--- src/rtl/pll_pkg.sv ---
package pll_pkg;
   typedef enum logic {
      PH_ACQ = 1'b0,
      PH_TRK = 1'b1
   } loop_phase_e;
endpackage

--- src/rtl/pll_ref_sync.sv ---
module pll_ref_sync #(
   parameter int SYNC_N = 2
) (
   input  logic clk,
   input  logic rst,
   input  logic ref_async,
   output logic edge_o
);
   logic [SYNC_N-1:0] sync_q;
   logic              prev_q;

   if (SYNC_N < 2) begin : g_bad_sync
      $error("pll_ref_sync: SYNC_N must be at least 2");
   end

   always_ff @(posedge clk) begin
      if (rst) begin
         sync_q <= '0;
         prev_q <= 1'b0;
      end else begin
         sync_q <= {sync_q[SYNC_N-2:0], ref_async};
         prev_q <= sync_q[SYNC_N-1];
      end
   end

   assign edge_o = sync_q[SYNC_N-1] & ~prev_q;
endmodule

--- src/rtl/pll_phase_filt.sv ---
module pll_phase_filt #(
   parameter int ACC_W    = 24,
   parameter int ERR_W    = 12,
   parameter int AVG_LOG2 = 2
) (
   input  logic                    clk,
   input  logic                    rst,
   input  logic                    edge_i,
   input  logic [ACC_W-1:0]        acc_i,
   output logic [ERR_W-1:0]        err_o,
   output logic signed [ERR_W-1:0] avg_o,
   output logic                    vld_o
);
   localparam int DEPTH = 1 << AVG_LOG2;
   localparam int SUM_W = ERR_W + AVG_LOG2;

   logic signed [ERR_W-1:0] sample;
   logic signed [ERR_W-1:0] taps_q [DEPTH];
   logic signed [SUM_W-1:0] sum_q;
   logic signed [SUM_W-1:0] sample_x;
   logic signed [SUM_W-1:0] oldest_x;
   logic signed [SUM_W-1:0] avg_full;

   if (ERR_W > ACC_W) begin : g_bad_err
      $error("pll_phase_filt: ERR_W must not exceed ACC_W");
   end

   assign sample   = $signed(acc_i[ACC_W-1 -: ERR_W]);
   assign sample_x = $signed({{AVG_LOG2{sample[ERR_W-1]}}, sample});
   assign oldest_x = $signed({{AVG_LOG2{taps_q[DEPTH-1][ERR_W-1]}}, taps_q[DEPTH-1]});

   always_ff @(posedge clk) begin
      if (rst) begin
         taps_q[0] <= '0;
      end else if (edge_i) begin
         taps_q[0] <= sample;
      end
   end

   for (genvar i = 1; i < DEPTH; i++) begin : g_tap
      always_ff @(posedge clk) begin
         if (rst) begin
            taps_q[i] <= '0;
         end else if (edge_i) begin
            taps_q[i] <= taps_q[i-1];
         end
      end
   end

   always_ff @(posedge clk) begin
      if (rst) begin
         sum_q <= '0;
         err_o <= '0;
         vld_o <= 1'b0;
      end else begin
         vld_o <= edge_i;
         if (edge_i) begin
            sum_q <= sum_q + sample_x - oldest_x;
            err_o <= sample;
         end
      end
   end

   assign avg_full = sum_q >>> AVG_LOG2;
   assign avg_o    = avg_full[ERR_W-1:0];
endmodule

--- src/rtl/pll_gain_step.sv ---
module pll_gain_step
   import pll_pkg::*;
#(
   parameter int          INC_W       = 24,
   parameter int          ERR_W       = 12,
   parameter int          SH_W        = 4,
   parameter int          ADAPT_STEPS = 2,
   parameter int          ADAPT_SPAN  = 3,
   parameter int unsigned INC_MIN     = 67,
   parameter int unsigned INC_MAX     = 67109
) (
   input  logic signed [ERR_W-1:0] avg_i,
   input  logic [INC_W-1:0]        inc_i,
   input  logic                    locked_i,
   input  logic [SH_W-1:0]         acq_sh_i,
   input  logic [SH_W-1:0]         trk_sh_i,
   input  logic                    adapt_en_i,
   output logic [INC_W-1:0]        inc_nxt_o
);
   localparam int SH_MAX = (1 << SH_W) - 1;
   localparam int CNT_W  = SH_W + 2;
   localparam int BIG_W  = (ERR_W + SH_MAX > INC_W) ? ERR_W + SH_MAX : INC_W;
   localparam int NX_W   = BIG_W + 2;

   if (ADAPT_STEPS > SH_MAX || ERR_W - 1 - ADAPT_STEPS * ADAPT_SPAN < 0) begin : g_bad_adapt
      $error("pll_gain_step: adaptive step settings out of range");
   end
   if (INC_MIN > INC_MAX) begin : g_bad_range
      $error("pll_gain_step: INC_MIN above INC_MAX");
   end

   loop_phase_e              phase;
   logic signed [ERR_W:0]    avg_x;
   logic [ERR_W:0]           mag;
   logic [CNT_W-1:0]         extra;
   logic [CNT_W-1:0]         sh_raw;
   logic [SH_W-1:0]          base_sh;
   logic [SH_W-1:0]          sh;
   logic signed [NX_W-1:0]   avg_w;
   logic signed [NX_W-1:0]   cur_w;
   logic signed [NX_W-1:0]   nxt_w;
   logic signed [NX_W-1:0]   lo_w;
   logic signed [NX_W-1:0]   hi_w;

   assign phase   = locked_i ? PH_TRK : PH_ACQ;
   assign base_sh = (phase == PH_TRK) ? trk_sh_i : acq_sh_i;
   assign avg_x   = $signed({avg_i[ERR_W-1], avg_i});
   assign mag     = (avg_x < 0) ? $unsigned(-avg_x) : $unsigned(avg_x);

   if (ADAPT_STEPS > 0) begin : g_adapt
      logic [ADAPT_STEPS-1:0] step_hit;
      for (genvar k = 0; k < ADAPT_STEPS; k++) begin : g_step
         localparam int LIM_EXP = ERR_W - 1 - (k + 1) * ADAPT_SPAN;
         assign step_hit[k] = (mag >= (ERR_W+1)'(1 << LIM_EXP));
      end
      always_comb begin
         extra = '0;
         for (int k = 0; k < ADAPT_STEPS; k++) begin
            extra = extra + CNT_W'(step_hit[k]);
         end
      end
   end else begin : g_fixed
      assign extra = '0;
   end

   always_comb begin
      sh_raw = {2'b00, base_sh} + (adapt_en_i ? extra : '0);
      sh     = (sh_raw > CNT_W'(SH_MAX)) ? SH_W'(SH_MAX) : sh_raw[SH_W-1:0];
   end

   assign avg_w = $signed({{(NX_W-ERR_W){avg_i[ERR_W-1]}}, avg_i});
   assign cur_w = $signed({{(NX_W-INC_W){1'b0}}, inc_i});
   assign lo_w  = $signed(NX_W'(INC_MIN));
   assign hi_w  = $signed(NX_W'(INC_MAX));
   assign nxt_w = cur_w - (avg_w <<< sh);

   always_comb begin
      if (nxt_w < lo_w) begin
         inc_nxt_o = INC_W'(INC_MIN);
      end else if (nxt_w > hi_w) begin
         inc_nxt_o = INC_W'(INC_MAX);
      end else begin
         inc_nxt_o = nxt_w[INC_W-1:0];
      end
   end
endmodule

--- src/rtl/pll_lock_det.sv ---
module pll_lock_det #(
   parameter int ERR_W    = 12,
   parameter int LOCK_N   = 8,
   parameter int UNLOCK_N = 4
) (
   input  logic             clk,
   input  logic             rst,
   input  logic             vld_i,
   input  logic [ERR_W-1:0] err_i,
   input  logic [ERR_W-1:0] thresh_i,
   output logic             locked_o
);
   localparam int CNT_MAX = (LOCK_N > UNLOCK_N) ? LOCK_N : UNLOCK_N;
   localparam int CW      = $clog2(CNT_MAX + 1);

   if (LOCK_N < 1 || UNLOCK_N < 1) begin : g_bad_cnt
      $error("pll_lock_det: run lengths must be at least 1");
   end

   logic signed [ERR_W:0] err_x;
   logic [ERR_W:0]        mag;
   logic                  good;
   logic [CW-1:0]         good_q;
   logic [CW-1:0]         bad_q;

   assign err_x = $signed({err_i[ERR_W-1], err_i});
   assign mag   = (err_x < 0) ? $unsigned(-err_x) : $unsigned(err_x);
   assign good  = (mag < {1'b0, thresh_i});

   always_ff @(posedge clk) begin
      if (rst) begin
         good_q   <= '0;
         bad_q    <= '0;
         locked_o <= 1'b0;
      end else if (vld_i) begin
         if (good) begin
            bad_q <= '0;
            if (int'(good_q) < LOCK_N) good_q <= good_q + 1'b1;
            if (!locked_o && int'(good_q) + 1 >= LOCK_N) locked_o <= 1'b1;
         end else begin
            good_q <= '0;
            if (int'(bad_q) < UNLOCK_N) bad_q <= bad_q + 1'b1;
            if (locked_o && int'(bad_q) + 1 >= UNLOCK_N) locked_o <= 1'b0;
         end
      end
   end
endmodule

--- src/rtl/nco_pll.sv ---
module nco_pll #(
   parameter int          ACC_W       = 24,
   parameter int          ERR_W       = 12,
   parameter int          SH_W        = 4,
   parameter int          SYNC_N      = 2,
   parameter int          AVG_LOG2    = 2,
   parameter int          ADAPT_STEPS = 2,
   parameter int          ADAPT_SPAN  = 3,
   parameter int          LOCK_N      = 8,
   parameter int          UNLOCK_N    = 4,
   parameter int unsigned INC_NOM     = 33554,
   parameter int unsigned INC_MIN     = 67,
   parameter int unsigned INC_MAX     = 67109
) (
   input  logic             clk,
   input  logic             rst,
   input  logic             ref_in,
   input  logic [SH_W-1:0]  acq_shift,
   input  logic [SH_W-1:0]  trk_shift,
   input  logic             adapt_en,
   input  logic [ERR_W-1:0] lock_thresh,
   output logic             clk_out,
   output logic [ACC_W-1:0] inc_word,
   output logic [ERR_W-1:0] phase_err,
   output logic             locked
);
   if (ACC_W > 32 || ERR_W > ACC_W || ERR_W < 2) begin : g_bad_w
      $error("nco_pll: width parameters out of range");
   end
   if (INC_NOM < INC_MIN || INC_NOM > INC_MAX) begin : g_bad_nom
      $error("nco_pll: nominal increment outside clamp range");
   end
   if (ACC_W < 32) begin : g_chk_max
      if (longint'(INC_MAX) >= (longint'(1) << ACC_W)) begin : g_bad_max
         $error("nco_pll: INC_MAX does not fit the accumulator");
      end
   end

   logic                    edge_det;
   logic                    flt_vld;
   logic [ACC_W-1:0]        acc_q;
   logic [ACC_W-1:0]        inc_q;
   logic [ACC_W-1:0]        inc_nxt;
   logic signed [ERR_W-1:0] avg;

   pll_ref_sync #(.SYNC_N(SYNC_N)) u_sync (
      .clk       (clk),
      .rst       (rst),
      .ref_async (ref_in),
      .edge_o    (edge_det)
   );

   pll_phase_filt #(.ACC_W(ACC_W), .ERR_W(ERR_W), .AVG_LOG2(AVG_LOG2)) u_filt (
      .clk    (clk),
      .rst    (rst),
      .edge_i (edge_det),
      .acc_i  (acc_q),
      .err_o  (phase_err),
      .avg_o  (avg),
      .vld_o  (flt_vld)
   );

   pll_gain_step #(
      .INC_W(ACC_W), .ERR_W(ERR_W), .SH_W(SH_W),
      .ADAPT_STEPS(ADAPT_STEPS), .ADAPT_SPAN(ADAPT_SPAN),
      .INC_MIN(INC_MIN), .INC_MAX(INC_MAX)
   ) u_gain (
      .avg_i      (avg),
      .inc_i      (inc_q),
      .locked_i   (locked),
      .acq_sh_i   (acq_shift),
      .trk_sh_i   (trk_shift),
      .adapt_en_i (adapt_en),
      .inc_nxt_o  (inc_nxt)
   );

   pll_lock_det #(.ERR_W(ERR_W), .LOCK_N(LOCK_N), .UNLOCK_N(UNLOCK_N)) u_lock (
      .clk      (clk),
      .rst      (rst),
      .vld_i    (flt_vld),
      .err_i    (phase_err),
      .thresh_i (lock_thresh),
      .locked_o (locked)
   );

   always_ff @(posedge clk) begin
      if (rst) begin
         acc_q <= '0;
         inc_q <= ACC_W'(INC_NOM);
      end else begin
         acc_q <= acc_q + inc_q;
         if (flt_vld) inc_q <= inc_nxt;
      end
   end

   assign clk_out  = acc_q[ACC_W-1];
   assign inc_word = inc_q;
endmodule

--- config.mk ---
export PLATFORM = sky130hd
export DESIGN_NAME = nco_pll
export DESIGN_NICKNAME = d
export VERILOG_FILES = /design/src/rtl/pll_pkg.sv /design/src/rtl/pll_ref_sync.sv /design/src/rtl/pll_phase_filt.sv /design/src/rtl/pll_gain_step.sv /design/src/rtl/pll_lock_det.sv /design/src/rtl/nco_pll.sv
export SDC_FILE = /design/constraint.sdc
export NUM_CORES = 1
export LEC_CHECK = 0
export BUFFER_PORTS_ARGS = -buffer_cell sky130_fd_sc_hd__buf_2
export CAP_MARGIN = 40
export CORE_MARGIN = 1
export CORE_UTILIZATION = 35
export DETAILED_ROUTE_END_ITERATION = 10
export PLACE_DENSITY_LB_ADDON = 0.25
export SYNTH_ARGS = -nofsm -noshare
export SYNTH_HDL_FRONTEND = slang
export SYNTH_HIERARCHICAL = 1
export SYNTH_SLANG_ARGS = --single-unit
--- constraint.sdc ---
create_clock -name clk -period 8.9 [get_ports clk]
set_clock_uncertainty 0.2 [all_clocks]
set_input_delay 0.89 -clock clk [delete_from_list [all_inputs] [get_ports clk]]
set_output_delay 0.89 -clock clk [all_outputs]
set_load 0.05 [all_outputs]
# Word-level counts from Yosys, hierarchy flattened
# Memories as Yosys holds them, arrays and structs flattened.
# Cells that the tools add are included.
dict set report word_totals {
  register_bits 87
  latchBits 0
  ramBits 48
  romBits 0
  inputBits 24
  output_inout_bits 38
  word_cells 76
  mem_count 1
}
dict set report op_classes {
  addsub 12
  multipliers 0
  div_mod_pow 0
  n_lt_le_gt_ge 12
  eq_ne 2
  shifts 1
  muxes 24
  bitwise_logic 6
  n_reduce_logical 8
}
# memory depth word_bits rd rd_clocked_by_memory_dff wr line_no
set mem_list {}
lappend mem_list {u_filt.taps_q 4 12 4 0 4 pll_phase_filt.sv:18} ;# logic signed [ERR_W-1:0] taps_q [DEPTH];
# op count
set ops {}
lappend ops {{12-bit two-way mux} 4}
lappend ops {{24-bit two-way mux} 2}
lappend ops {{32-bit by 4-bit greater-or-equal comparator with 1-bit output (second input constant)} 1}
lappend ops {{32-bit by 5-bit greater-or-equal comparator with 1-bit output (second input constant)} 1}
lappend ops {{29-bit by 18-bit > comparator with 1-bit output (second input constant)} 1}
lappend ops {{29-bit by 8-bit < comparator with 1-bit output (second input constant)} 1}
lappend ops {{12-bit by 4-bit <<< shifter with 29-bit output} 1}
lappend ops {{25-bit by 29-bit subtractor with 29-bit output} 1}
lappend ops {{13-bit two-way mux} 2}
lappend ops {{12-bit negator with 13-bit output} 2}
lappend ops {{24-bit adder} 1}
lappend ops {{12-bit by 1-bit < comparator with 1-bit output (second input constant)} 2}
lappend ops {{4-bit two-way mux} 6}
lappend ops {{14-bit by 12-bit adder with 14-bit output} 1}
lappend ops {{14-bit by 12-bit subtractor with 14-bit output} 1}
lappend ops {{13-bit by 6-bit greater-or-equal comparator with 1-bit output (second input constant)} 1}
lappend ops {{13-bit by 9-bit greater-or-equal comparator with 1-bit output (second input constant)} 1}
lappend ops {{13-bit by 12-bit < comparator with 1-bit output} 1}
lappend ops {{4-bit by 1-bit adder with 5-bit output (second input constant)} 2}
lappend ops {{1-bit two-way mux} 9}
lappend ops {{4-bit by 1-bit adder with 4-bit output (second input constant)} 2}
lappend ops {{4-bit by 6-bit adder with 6-bit output} 1}
lappend ops {{6-bit by 4-bit > comparator with 1-bit output (second input constant)} 1}
lappend ops {{6-bit two-way mux} 1}
lappend ops {{12 further kinds} 19}

# Logic depth before layout (Yosys ltp)
# Gate-level depths: netlist of run 1.
dict set report depth {
  word_depth 13
  ltp_mapped 35
  depth_no_buf 31
}

# Cells and area by module
# Netlist of run 1, hierarchy kept.
# module n_inst cells_per_inst area_per_inst_um2
set modules_own_cells {}
lappend modules_own_cells {pll_phase_filt 1 340 3808.7}
lappend modules_own_cells {pll_gain_step 1 439 2984.1}
lappend modules_own_cells {nco_pll 1 305 2725.1}
lappend modules_own_cells {pll_lock_det 1 124 1004.7}
lappend modules_own_cells {pll_ref_sync 1 7 87.6}

# Least setup slack after synthesis of run 1
# No wires, ideal clock.
dict set report synth_path {
  path_type {flip-flop to flip-flop}
  start {register u_filt.sum_q[4]}
  end {register inc_q[0] (netlist: inc_word[0])}
  arrival_ps 7407
  setup_slack_ps 1166
  stages_incl_launch_ff 34
  period_less_slack_ps 7734
  path_cell_list {dfxtp_1 > buf_4 > or3_1 > or3_1 > nor3_1 > mux2i_1 > nor2_1 > o21ai_0 > o21bai_1 > ha_1 > and2_1 > ha_1 > inv_1 > fa_1 > a21oi_1 > nand2b_1 > buf_1 > mux2i_1 > mux2_2 > mux2_2 > nand2_1 > nand2_1 > ha_1 > buf_4 > and4_1 > and2_4 > a221o_1 > or3_1 > a211oi_2 > nand4_1 > a2111o_1 > or4b_1 > mux2i_1 > nor2_1}
}
dict set report synth_between {
  elab_chain_len 13
  elab_cells_between_ends 16
  classes_between {add/sub (4); order compare (6); shift (1); mux (5)}
}
# element line_no
set synth_rtl {}
lappend synth_rtl {{start, declared} pll_phase_filt.sv:19} ;# logic signed [SUM_W-1:0] sum_q;
lappend synth_rtl {{start signal, assigned} pll_phase_filt.sv:58} ;# sum_q <= sum_q + sample_x - oldest_x;
lappend synth_rtl {{12-bit negator with 13-bit output / 12-bit by 1-bit < comparator with 1-bit output (equally long branches)} pll_gain_step.sv:48} ;# assign mag = (avg_x < 0) ? $unsigned(-avg_x) : $unsigned(avg_x);
lappend synth_rtl {{13-bit two-way mux} pll_gain_step.sv:48}
lappend synth_rtl {{13-bit by 9-bit greater-or-equal comparator with 1-bit output / 13-bit by 6-bit greater-or-equal comparator with 1-bit output (equally long branches)} pll_gain_step.sv:54} ;# assign step_hit[k] = (mag >= (ERR_W+1)'(1 << LIM_EXP));
lappend synth_rtl {{1-bit by 1-bit adder with 2-bit output} pll_gain_step.sv:59} ;# extra = extra + CNT_W'(step_hit[k]);
lappend synth_rtl {{6-bit two-way mux} pll_gain_step.sv:67} ;# sh_raw = {2'b00, base_sh} + (adapt_en_i ? extra : '0);
lappend synth_rtl {{4-bit by 6-bit adder with 6-bit output} pll_gain_step.sv:67}
lappend synth_rtl {{6-bit by 4-bit > comparator with 1-bit output} pll_gain_step.sv:68} ;# sh = (sh_raw > CNT_W'(SH_MAX)) ? SH_W'(SH_MAX) : sh_raw[SH_W-1:0];
lappend synth_rtl {{4-bit two-way mux} pll_gain_step.sv:68}
lappend synth_rtl {{12-bit by 4-bit <<< shifter with 29-bit output (*)} pll_gain_step.sv:75} ;# assign nxt_w = cur_w - (avg_w <<< sh);
lappend synth_rtl {{25-bit by 29-bit subtractor with 29-bit output (*)} pll_gain_step.sv:75}
lappend synth_rtl {{29-bit by 18-bit > comparator with 1-bit output} pll_gain_step.sv:80} ;# end else if (nxt_w > hi_w) begin
lappend synth_rtl {{24-bit two-way mux} pll_gain_step.sv:80}
lappend synth_rtl {{24-bit two-way mux (*)} pll_gain_step.sv:78} ;# if (nxt_w < lo_w) begin
lappend synth_rtl {{via inc_nxt[0]} nco_pll.sv:43} ;# logic [ACC_W-1:0] inc_nxt;
lappend synth_rtl {{end signal, assigned} nco_pll.sv:89} ;# inc_q <= ACC_W'(INC_NOM);
lappend synth_rtl {{end signal, assigned} nco_pll.sv:92} ;# if (flt_vld) inc_q <= inc_nxt;
lappend synth_rtl {{end, declared} nco_pll.sv:42} ;# logic [ACC_W-1:0] inc_q;
# Mark *: on every way through the listed nets, which the timed path passes. The rest lies on a longest branch.
# A chain may end at the register's enable or synchronous reset.

# Final worst setup path of run 1
# Ends and elaborated chain as after synthesis.

==> metrics.txt, run 1 <==
# TYPE chip_impl_metric gauge
chip_impl_info{name="critical_path.endpoint_type",value="flop"} 1
chip_impl_metric{name="synth.lib_cells_used.distinct",unit=""} 96
chip_impl_metric{name="die_h",unit="µm"} 176
chip_impl_metric{name="dr_total_vias",unit=""} 8823
chip_impl_metric{name="synth_sequential_area_ratio",unit="%"} 30.0
chip_impl_metric{name="cts.path.max_buffers",unit=""} 2
chip_impl_metric{name="max_stage_delay",unit="ps"} 650
chip_impl_info{name="hold_path.startpoint",value="u_sync/sync_q[0]"} 1
chip_impl_metric{name="drt_iter0_markers",unit=""} 599
chip_impl_info{name="path_class",value="reg2reg"} 1
chip_impl_metric{name="place_congestion",unit=""} 0.893
chip_impl_metric{name="pin_count_of_the_biggest_net_entering_global_routing",unit=""} 80
chip_impl_info{name="critPathLaunchType",value="flop"} 1
chip_impl_info{name="critical_path.slowest_cell",value="sky130_fd_sc_hd__a2111o_1"} 1
chip_impl_metric{name="cts_max_level",unit=""} 4
chip_impl_metric{name="drcViolationCount",unit=""} 0
chip_impl_metric{name="critical_path.n_buffers_inverters",unit=""} 1
chip_impl_metric{name="hold_violations",unit=""} 0
chip_impl_metric{name="drv.max_cap_violation_count",unit=""} 0
chip_impl_metric{name="peakVddDrop",unit="µV"} 139
chip_impl_info{name="synthTopCellsByArea",value="sky130_fd_sc_hd__dfxtp_1 16%, sky130_fd_sc_hd__edfxtp_1 14%, sky130_fd_sc_hd__ha_1 9.7%"} 1
chip_impl_metric{name="initial_antenna_violation_count",unit=""} 0
chip_impl_metric{name="antenna_cells_inserted",unit=""} 0
chip_impl_metric{name="max_slew_margin",unit="%"} 43.5
chip_impl_metric{name="sinks_on_clock_net",unit=""} 135
chip_impl_metric{name="synth-async-reset-ratio",unit="%"} 0
chip_impl_info{name="cts_tree",value="done"} 1
chip_impl_metric{name="synthToLayoutAreaGrowth",unit="%"} 11.0
chip_impl_metric{name="yosys_warnings",unit=""} 6
chip_impl_metric{name="post_dp_cell_area",unit="mm²"} 0.0112
chip_impl_metric{name="place.port_buffers",unit=""} 61
chip_impl_info{name="unrepaired_setup_endpoints_after_global_routing",value="no"} 1
chip_impl_metric{name="tritoncts.num_buffers",unit=""} 17
chip_impl_metric{name="design.die.area",unit="mm²"} 0.0310
chip_impl_metric{name="first_pass_grt_wire_length",unit="mm"} 43.5
chip_impl_metric{name="grt_overflow_total",unit=""} 0
chip_impl_metric{name="report.final.setup_viol",unit=""} 0
chip_impl_metric{name="final_design_area_no_fill",unit="mm²"} 0.0118
chip_impl_metric{name="via_count_of_the_first_global_routing_pass",unit=""} 8152
chip_impl_metric{name="holdPathStages",unit=""} 1
chip_impl_metric{name="ys_seq_elements",unit=""} 135
chip_impl_metric{name="final_nets",unit=""} 1373
chip_impl_metric{name="p_leak",unit="µW"} 0.00504
chip_impl_info{name="critical-path-top-delay-family",value="simple AND/OR/NAND/NOR gates"} 1
chip_impl_metric{name="critical_path_required",unit="ps"} 8980
chip_impl_info{name="min_to",value="u_sync/sync_q[1]"} 1
chip_impl_metric{name="finalCriticalPeriod",unit="ps"} 8280
chip_impl_metric{name="drt-pass1-iter-count",unit=""} 4
chip_impl_metric{name="average_footprint_of_a_synthesized_cell",unit="µm²"} 8.73
chip_impl_metric{name="max_freq",unit="GHz"} 0.121
chip_impl_metric{name="worstPathMaxFanout",unit=""} 17
chip_impl_metric{name="instance_count_of_the_mapped_netlist",unit=""} 1215
chip_impl_metric{name="detail-route-antenna-nets",unit=""} 0
chip_impl_info{name="synth_flop_cell",value="sky130_fd_sc_hd__dfxtp_1"} 1
chip_impl_metric{name="power_density",unit="mW/mm²"} 210
chip_impl_info{name="timing.rr.start",value="u_filt/sum_q[4]"} 1
chip_impl_metric{name="syn-cell-area",unit="mm²"} 0.0106
chip_impl_metric{name="chipWidth",unit="µm"} 176
chip_impl_info{name="worst_r2r_endpoint",value="inc_word[0]"} 1
chip_impl_metric{name="final_core_utilization",unit="%"} 39.6
chip_impl_metric{name="setup_total_negative_slack",unit="ps"} 0
chip_impl_metric{name="clkLatencyLatePin",unit="ps"} 420
chip_impl_metric{name="vias_per_cell",unit=""} 5.33
chip_impl_metric{name="core_area",unit="mm²"} 0.0297
chip_impl_metric{name="boundaryPins",unit=""} 62
chip_impl_info{name="most_area_hungry_cell_type_in_the_yosys_netlist",value="sky130_fd_sc_hd__dfxtp_1"} 1
chip_impl_metric{name="wirelength",unit="mm"} 27.2
chip_impl_info{name="status",value="complete, no violations"} 1
chip_impl_info{name="cts_root_buffer",value="sky130_fd_sc_hd__clkbuf_16"} 1
chip_impl_metric{name="clk_pin_slew_worst_paths",unit="ps"} 60
chip_impl_metric{name="synth_enable_flop_cells",unit=""} 48
chip_impl_metric{name="detail_route.wl_per_cell",unit="µm"} 16.4
chip_impl_metric{name="worst_ep_arrival_time",unit="ps"} 8370
chip_impl_metric{name="dp.final_hpwl",unit="mm"} 21.2
chip_impl_info{name="synth.cells.most_frequent",value="117 x sky130_fd_sc_hd__nor2_1, 95 x sky130_fd_sc_hd__inv_1, 87 x sky130_fd_sc_hd__dfxtp_1"} 1
chip_impl_metric{name="drive_above_1_share",unit="%"} 11.9
chip_impl_metric{name="max_slew.worst_pin.slew",unit="ps"} 847
chip_impl_info{name="yosysMostFrequentCell",value="sky130_fd_sc_hd__nor2_1"} 1
chip_impl_metric{name="synth_top_area_share",unit="%"} 16.4
chip_impl_metric{name="worst-r2r-cell-count",unit=""} 29
chip_impl_metric{name="std_cell_rows",unit=""} 63
chip_impl_info{name="worstHoldPathType",value="reg2reg"} 1
chip_impl_metric{name="final.period_utilization",unit="%"} 93.0
chip_impl_metric{name="grt_util_all_layers",unit="%"} 17.8
chip_impl_metric{name="r2r_setup_slack",unit="ps"} 620
chip_impl_metric{name="initial_core_util",unit="%"} 35.7
chip_impl_metric{name="cts.hold.buffers_added",unit=""} 0
chip_impl_metric{name="timing.final.max_slew_violations",unit=""} 0
## cell type report
cell class / count / area, µm²
inverters: 96 / 360
flip-flops and latches: 135 / 3180
fillers: 2979 / 17900
well taps: 390 / 488
repair buffers: 71 / 405
multi-input cells: 930 / 6760
clock buffers: 20 / 437
clock inverters: 12 / 144
## stage by stage
stage	total power [µW]	instances	hold slack [ps]	setup slack, ps
floorplan	1560	1221	214	1170
global placement	1780	1620	228	646
detailed placement	1770	1622	220	527
CTS	2480	1654	235	478
global route	2630	1654	285	41.3
finish	2470	1654	240	619
## report_power, final
group | switching [µW] | internal [µW] | leakage (µW)
Clock | 281 | 417 | 0.000266
Combinational | 637 | 425 | 0.00356
Sequential | 39.1 | 675 | 0.00121
Total | 957 | 1520 | 0.00504
## logic make-up after synthesis
family                     synth area share, %
DFF                                       30.0
other                                   0.0353
and+or+nand+nor                           19.0
muxes                                     7.45
AOI/OAI and AO/OA                         20.4
buffers and inverters                     6.51
adders and majority gates                 12.7
xor gates and xnor gates                  3.96
## placed cells by master, fill, tap and decap left out, types with 5 or more instances in the layout
cell and n:
sky130_fd_sc_hd__a211o_1 12, sky130_fd_sc_hd__a211oi_1 13, sky130_fd_sc_hd__a21o_1 29, sky130_fd_sc_hd__a21oi_1 79, sky130_fd_sc_hd__a31oi_1 11, sky130_fd_sc_hd__and2_1 42, sky130_fd_sc_hd__and3_1 11, sky130_fd_sc_hd__and4_1 6
sky130_fd_sc_hd__buf_2 61, sky130_fd_sc_hd__buf_4 8, sky130_fd_sc_hd__clkbuf_16 17, sky130_fd_sc_hd__clkinvlp_4 5, sky130_fd_sc_hd__conb_1 7, sky130_fd_sc_hd__dfxtp_1 86, sky130_fd_sc_hd__edfxtp_1 48, sky130_fd_sc_hd__fa_1 16
sky130_fd_sc_hd__ha_1 82, sky130_fd_sc_hd__inv_1 94, sky130_fd_sc_hd__mux2_1 7, sky130_fd_sc_hd__mux2_2 7, sky130_fd_sc_hd__mux2i_1 58, sky130_fd_sc_hd__nand2_1 85, sky130_fd_sc_hd__nand2b_1 14, sky130_fd_sc_hd__nand3_1 26
sky130_fd_sc_hd__nand4_1 8, sky130_fd_sc_hd__nor2_1 117, sky130_fd_sc_hd__nor2b_1 23, sky130_fd_sc_hd__nor3_1 15, sky130_fd_sc_hd__nor4_1 8, sky130_fd_sc_hd__o211ai_1 9, sky130_fd_sc_hd__o21a_1 12, sky130_fd_sc_hd__o21ai_0 49
sky130_fd_sc_hd__o21ai_1 5, sky130_fd_sc_hd__o21bai_1 10, sky130_fd_sc_hd__o31ai_1 7, sky130_fd_sc_hd__or3_1 8, sky130_fd_sc_hd__xnor2_1 31, sky130_fd_sc_hd__xor2_1 17
## routing by layer
| metal | track usage, % | vias up | part of all wire, % |
|---|---|---|---|
| met5 | 0 | - | 0 |
| met4 | 6.45 | 0 | 2.3 |
| met3 | 2.65 | 40 | 4.5 |
| met2 | 27.0 | 231 | 43 |
| met1 | 25.3 | 4130 | 50 |
| li1 | - | 4422 | - |
## repair_timing
item	CTS	global route
setup buffers	0	0
endpoints found under the hold margin	0	0
endpoints found under the setup margin	0	1
resized for setup	0	1
## state kept, by name (all words and copies together), names as in the netlist
| signal | cells |
|---|---|
| acc_q | 24 |
| inc_word | 24 |
| u_filt/taps_q | 48 |
| u_sync/sync_q | 2 |
| u_lock/bad_q | 4 |
| u_lock/good_q | 4 |
| u_filt/err_o | 12 |
| u_lock/locked_o | 1 |
| u_filt/sum_q | 14 |
| u_filt/vld_o | 1 |
| u_sync/prev_q | 1 |
## worst max path at each step
stage	cells after the start	from	to	slack (ps)
after floorplan	33	u_filt/sum_q[4]	inc_word[0]	1170
after global placement	30	u_filt/sum_q[4]	inc_word[0]	650
after detailed placement	29	u_filt/sum_q[4]	inc_word[0]	530
after CTS	29	u_filt/sum_q[4]	inc_word[0]	480
after global routing	30	u_filt/sum_q[4]	inc_word[0]	40
final	29	u_filt/sum_q[4]	inc_word[0]	620
No activity file was read; power rests on OpenSTA's default activity.
==> run 2: changes to the inputs <==
Clock period 8.9 ns to 8.1 ns, I/O delays scaled along.
==> run 2 against run 1 <==
  * First-iteration DRC count shrank 0.33%
  * Sequential power grew 9.9%
  * Worst setup slack lost 280 ps
  * Clock power grew 11%
  * Worst hold slack gained 1.9 ps
  * Register-to-register slack lost 280 ps
  * Final area grew 1.4%
  * Via count grew 0.39%
  * Cell count grew 0.54%
  * Critical path depth grew 2
  * Global-route usage is essentially flat
  * Die area is the same
  * Critical path type unchanged
==> metrics.txt, run 2 (same netlist as run 1, synthesis figures left out) <==
# TYPE chip_impl_metric gauge
chip_impl_info{name="status",value="complete, no violations"} 1
chip_impl_metric{name="max_slew.worst_pin.slew",unit="ps"} 832
chip_impl_info{name="worstHoldPathType",value="reg2reg"} 1
chip_impl_metric{name="max_slew_margin",unit="%"} 43.8
chip_impl_metric{name="detail_route.wl_per_cell",unit="µm"} 16.4
chip_impl_metric{name="grt_util_all_layers",unit="%"} 17.8
chip_impl_metric{name="power_density",unit="mW/mm²"} 234
chip_impl_metric{name="final_nets",unit=""} 1382
chip_impl_metric{name="largest_reg_flops",unit=""} 48
chip_impl_info{name="critical_path.slowest_cell",value="sky130_fd_sc_hd__a2111o_1"} 1
chip_impl_metric{name="finalCriticalPeriod",unit="ps"} 7760
chip_impl_metric{name="drt-pass1-iter-count",unit=""} 7
chip_impl_metric{name="cts.hold.buffers_added",unit=""} 0
chip_impl_metric{name="place_congestion",unit=""} 0.895
chip_impl_metric{name="detail-route-antenna-nets",unit=""} 0
chip_impl_metric{name="wirelength",unit="mm"} 27.2
chip_impl_metric{name="whs",unit="ps"} 242
chip_impl_metric{name="sinks_on_clock_net",unit=""} 135
chip_impl_metric{name="worstPathMaxFanout",unit=""} 16
chip_impl_metric{name="initial_core_util",unit="%"} 35.7
chip_impl_metric{name="via_count_of_the_first_global_routing_pass",unit=""} 8354
chip_impl_metric{name="worst_ep_arrival_time",unit="ps"} 7870
chip_impl_metric{name="core_area",unit="mm²"} 0.0297
chip_impl_metric{name="dr_total_vias",unit=""} 8857
chip_impl_metric{name="cts.path.max_buffers",unit=""} 2
chip_impl_metric{name="chipWidth",unit="µm"} 176
chip_impl_metric{name="max_freq",unit="GHz"} 0.129
chip_impl_info{name="unrepaired_setup_endpoints_after_global_routing",value="no"} 1
chip_impl_metric{name="critical_path.n_buffers_inverters",unit=""} 3
chip_impl_metric{name="std_cell_rows",unit=""} 63
chip_impl_metric{name="timing.final.max_slew_violations",unit=""} 0
chip_impl_metric{name="drt_iter0_markers",unit=""} 597
chip_impl_metric{name="clk_pin_slew_worst_paths",unit="ps"} 60
chip_impl_metric{name="p_leak",unit="µW"} 0.00510
chip_impl_metric{name="peakVddDrop",unit="µV"} 147
chip_impl_metric{name="final.period_utilization",unit="%"} 95.8
chip_impl_info{name="critical_path.endpoint_type",value="flop"} 1
chip_impl_metric{name="first_pass_grt_wire_length",unit="mm"} 44.0
chip_impl_metric{name="critical_path_required",unit="ps"} 8210
chip_impl_metric{name="design.die.area",unit="mm²"} 0.0310
chip_impl_metric{name="max_stage_delay",unit="ps"} 430
chip_impl_info{name="cts_root_buffer",value="sky130_fd_sc_hd__clkbuf_16"} 1
chip_impl_metric{name="report.final.setup_viol",unit=""} 0
chip_impl_metric{name="cts_max_level",unit=""} 4
chip_impl_metric{name="die_h",unit="µm"} 176
chip_impl_metric{name="final.setup.worst_slack",unit="ps"} 336
chip_impl_metric{name="antenna_cells_inserted",unit=""} 0
chip_impl_info{name="cts_tree",value="done"} 1
chip_impl_info{name="leading_cell_type_in_the_layout_fill_and_taps_excluded",value="sky130_fd_sc_hd__nor2_1"} 1
chip_impl_metric{name="grt_overflow_total",unit=""} 0
chip_impl_metric{name="drive_above_1_share",unit="%"} 13.7
chip_impl_metric{name="clkLatencyLatePin",unit="ps"} 420
chip_impl_info{name="largest-register",value="u_filt/taps_q"} 1
chip_impl_metric{name="pin_count_of_the_biggest_net_entering_global_routing",unit=""} 80
chip_impl_info{name="path_class",value="reg2reg"} 1
chip_impl_info{name="most-common-layout-cells",value="115 x sky130_fd_sc_hd__nor2_1, 94 x sky130_fd_sc_hd__inv_1, 86 x sky130_fd_sc_hd__dfxtp_1, 85 x sky130_fd_sc_hd__nand2_1, 78 x sky130_fd_sc_hd__ha_1"} 1
chip_impl_metric{name="dp.final_hpwl",unit="mm"} 20.8
chip_impl_info{name="critical-path-top-delay-family",value="simple AND/OR/NAND/NOR gates"} 1
chip_impl_metric{name="initial_antenna_violation_count",unit=""} 0
chip_impl_info{name="critPathLaunchType",value="flop"} 1
chip_impl_metric{name="setup_total_negative_slack",unit="ps"} 0
chip_impl_metric{name="boundaryPins",unit=""} 62
chip_impl_metric{name="drv.max_cap_violation_count",unit=""} 0
chip_impl_metric{name="pre_cts_slack",unit="ps"} 74.1
chip_impl_metric{name="drcViolationCount",unit=""} 0
chip_impl_metric{name="tritoncts.num_buffers",unit=""} 17
chip_impl_metric{name="synthToLayoutAreaGrowth",unit="%"} 12.6
chip_impl_metric{name="vias_per_cell",unit=""} 5.33
chip_impl_metric{name="place.port_buffers",unit=""} 61
chip_impl_metric{name="hold_violations",unit=""} 0
[run 2: changes by cell type in the layout (fill, tap and decap cells not counted), moves of 3 or more]
cell | before | now
sky130_fd_sc_hd__a21oi_1 | 79 | 74
sky130_fd_sc_hd__a21oi_2 | 2 | 7
sky130_fd_sc_hd__buf_4 | 8 | 16
sky130_fd_sc_hd__clkinv_4 | 0 | 4
sky130_fd_sc_hd__clkinvlp_4 | 5 | 1
sky130_fd_sc_hd__ha_1 | 82 | 78
sky130_fd_sc_hd__ha_2 | 0 | 4
sky130_fd_sc_hd__inv_6 | 4 | 1
sky130_fd_sc_hd__o21ai_0 | 49 | 46
sky130_fd_sc_hd__o21ai_1 | 5 | 8
[run 2: worst register-to-register path: cells and delay by family (launching register included)]
family,cells,cell delay [ps]
compound gates,9,2300
simple gates,11,2420
mux,4,730
fa+ha+maj,4,1230
flops,1,360
buf+inv,3,440
[run 2: cell type report]
cell class | count | area [µm²]
Clock inverter | 11 | 150
Inverter | 96 | 360
Clock buffer | 21 | 440
Multi-Input combinational cell | 930 | 6850
Tap cell | 390 | 488
Sequential cell | 135 | 3180
Fill cell | 2963 | 17800
Timing Repair Buffer | 80 | 477
[run 2: repair_timing]
action / in CTS / in global routing
endpoints found under the setup margin: 0 / 17
gates resized for setup: 0 / 24
setup buffers: 0 / 1
[run 2: final timing paths]
kind	cells after the start	start	slack, ps	to
max	31	u_filt/sum_q[4]	340	inc_word[9]
min	1	u_sync/sync_q[0]	240	u_sync/sync_q[1]
max reg2reg	31	u_filt/sum_q[4]	340	inc_word[9]
min reg2reg	1	u_sync/sync_q[0]	240	u_sync/sync_q[1]
[run 2: stage by stage]
step           total power, µW  instance area (µm²)  instances  utilization (%)
6_report                  2800                11900       1663             40.2
5_1_grt                   2980                11900       1663             40.2
4_1_cts                   2760                11800       1662             39.9
3_5_place_dp              1970                11300       1630             37.9
3_3_place_gp              1970                11200       1628             37.7
2_1_floorplan             1720                10600       1221                -
[run 2: power by group]
group          internal, µW  switching (µW)  leakage, µW
registers               742            42.9      0.00121
logic                   497             739      0.00361
clock network           485             292     0.000283
[run 2: per-layer routing]
| layer | global-route usage, % | up-vias | routed length [µm] |
|---|---|---|---|
| met4 | 5.14 | 0 | 422 |
| met1 | 25.3 | 4177 | 13600 |
| met3 | 2.76 | 27 | 1090 |
| met2 | 27.8 | 211 | 12100 |
| li1 | - | 4442 | - |
| met5 | 0 | - | 0 |
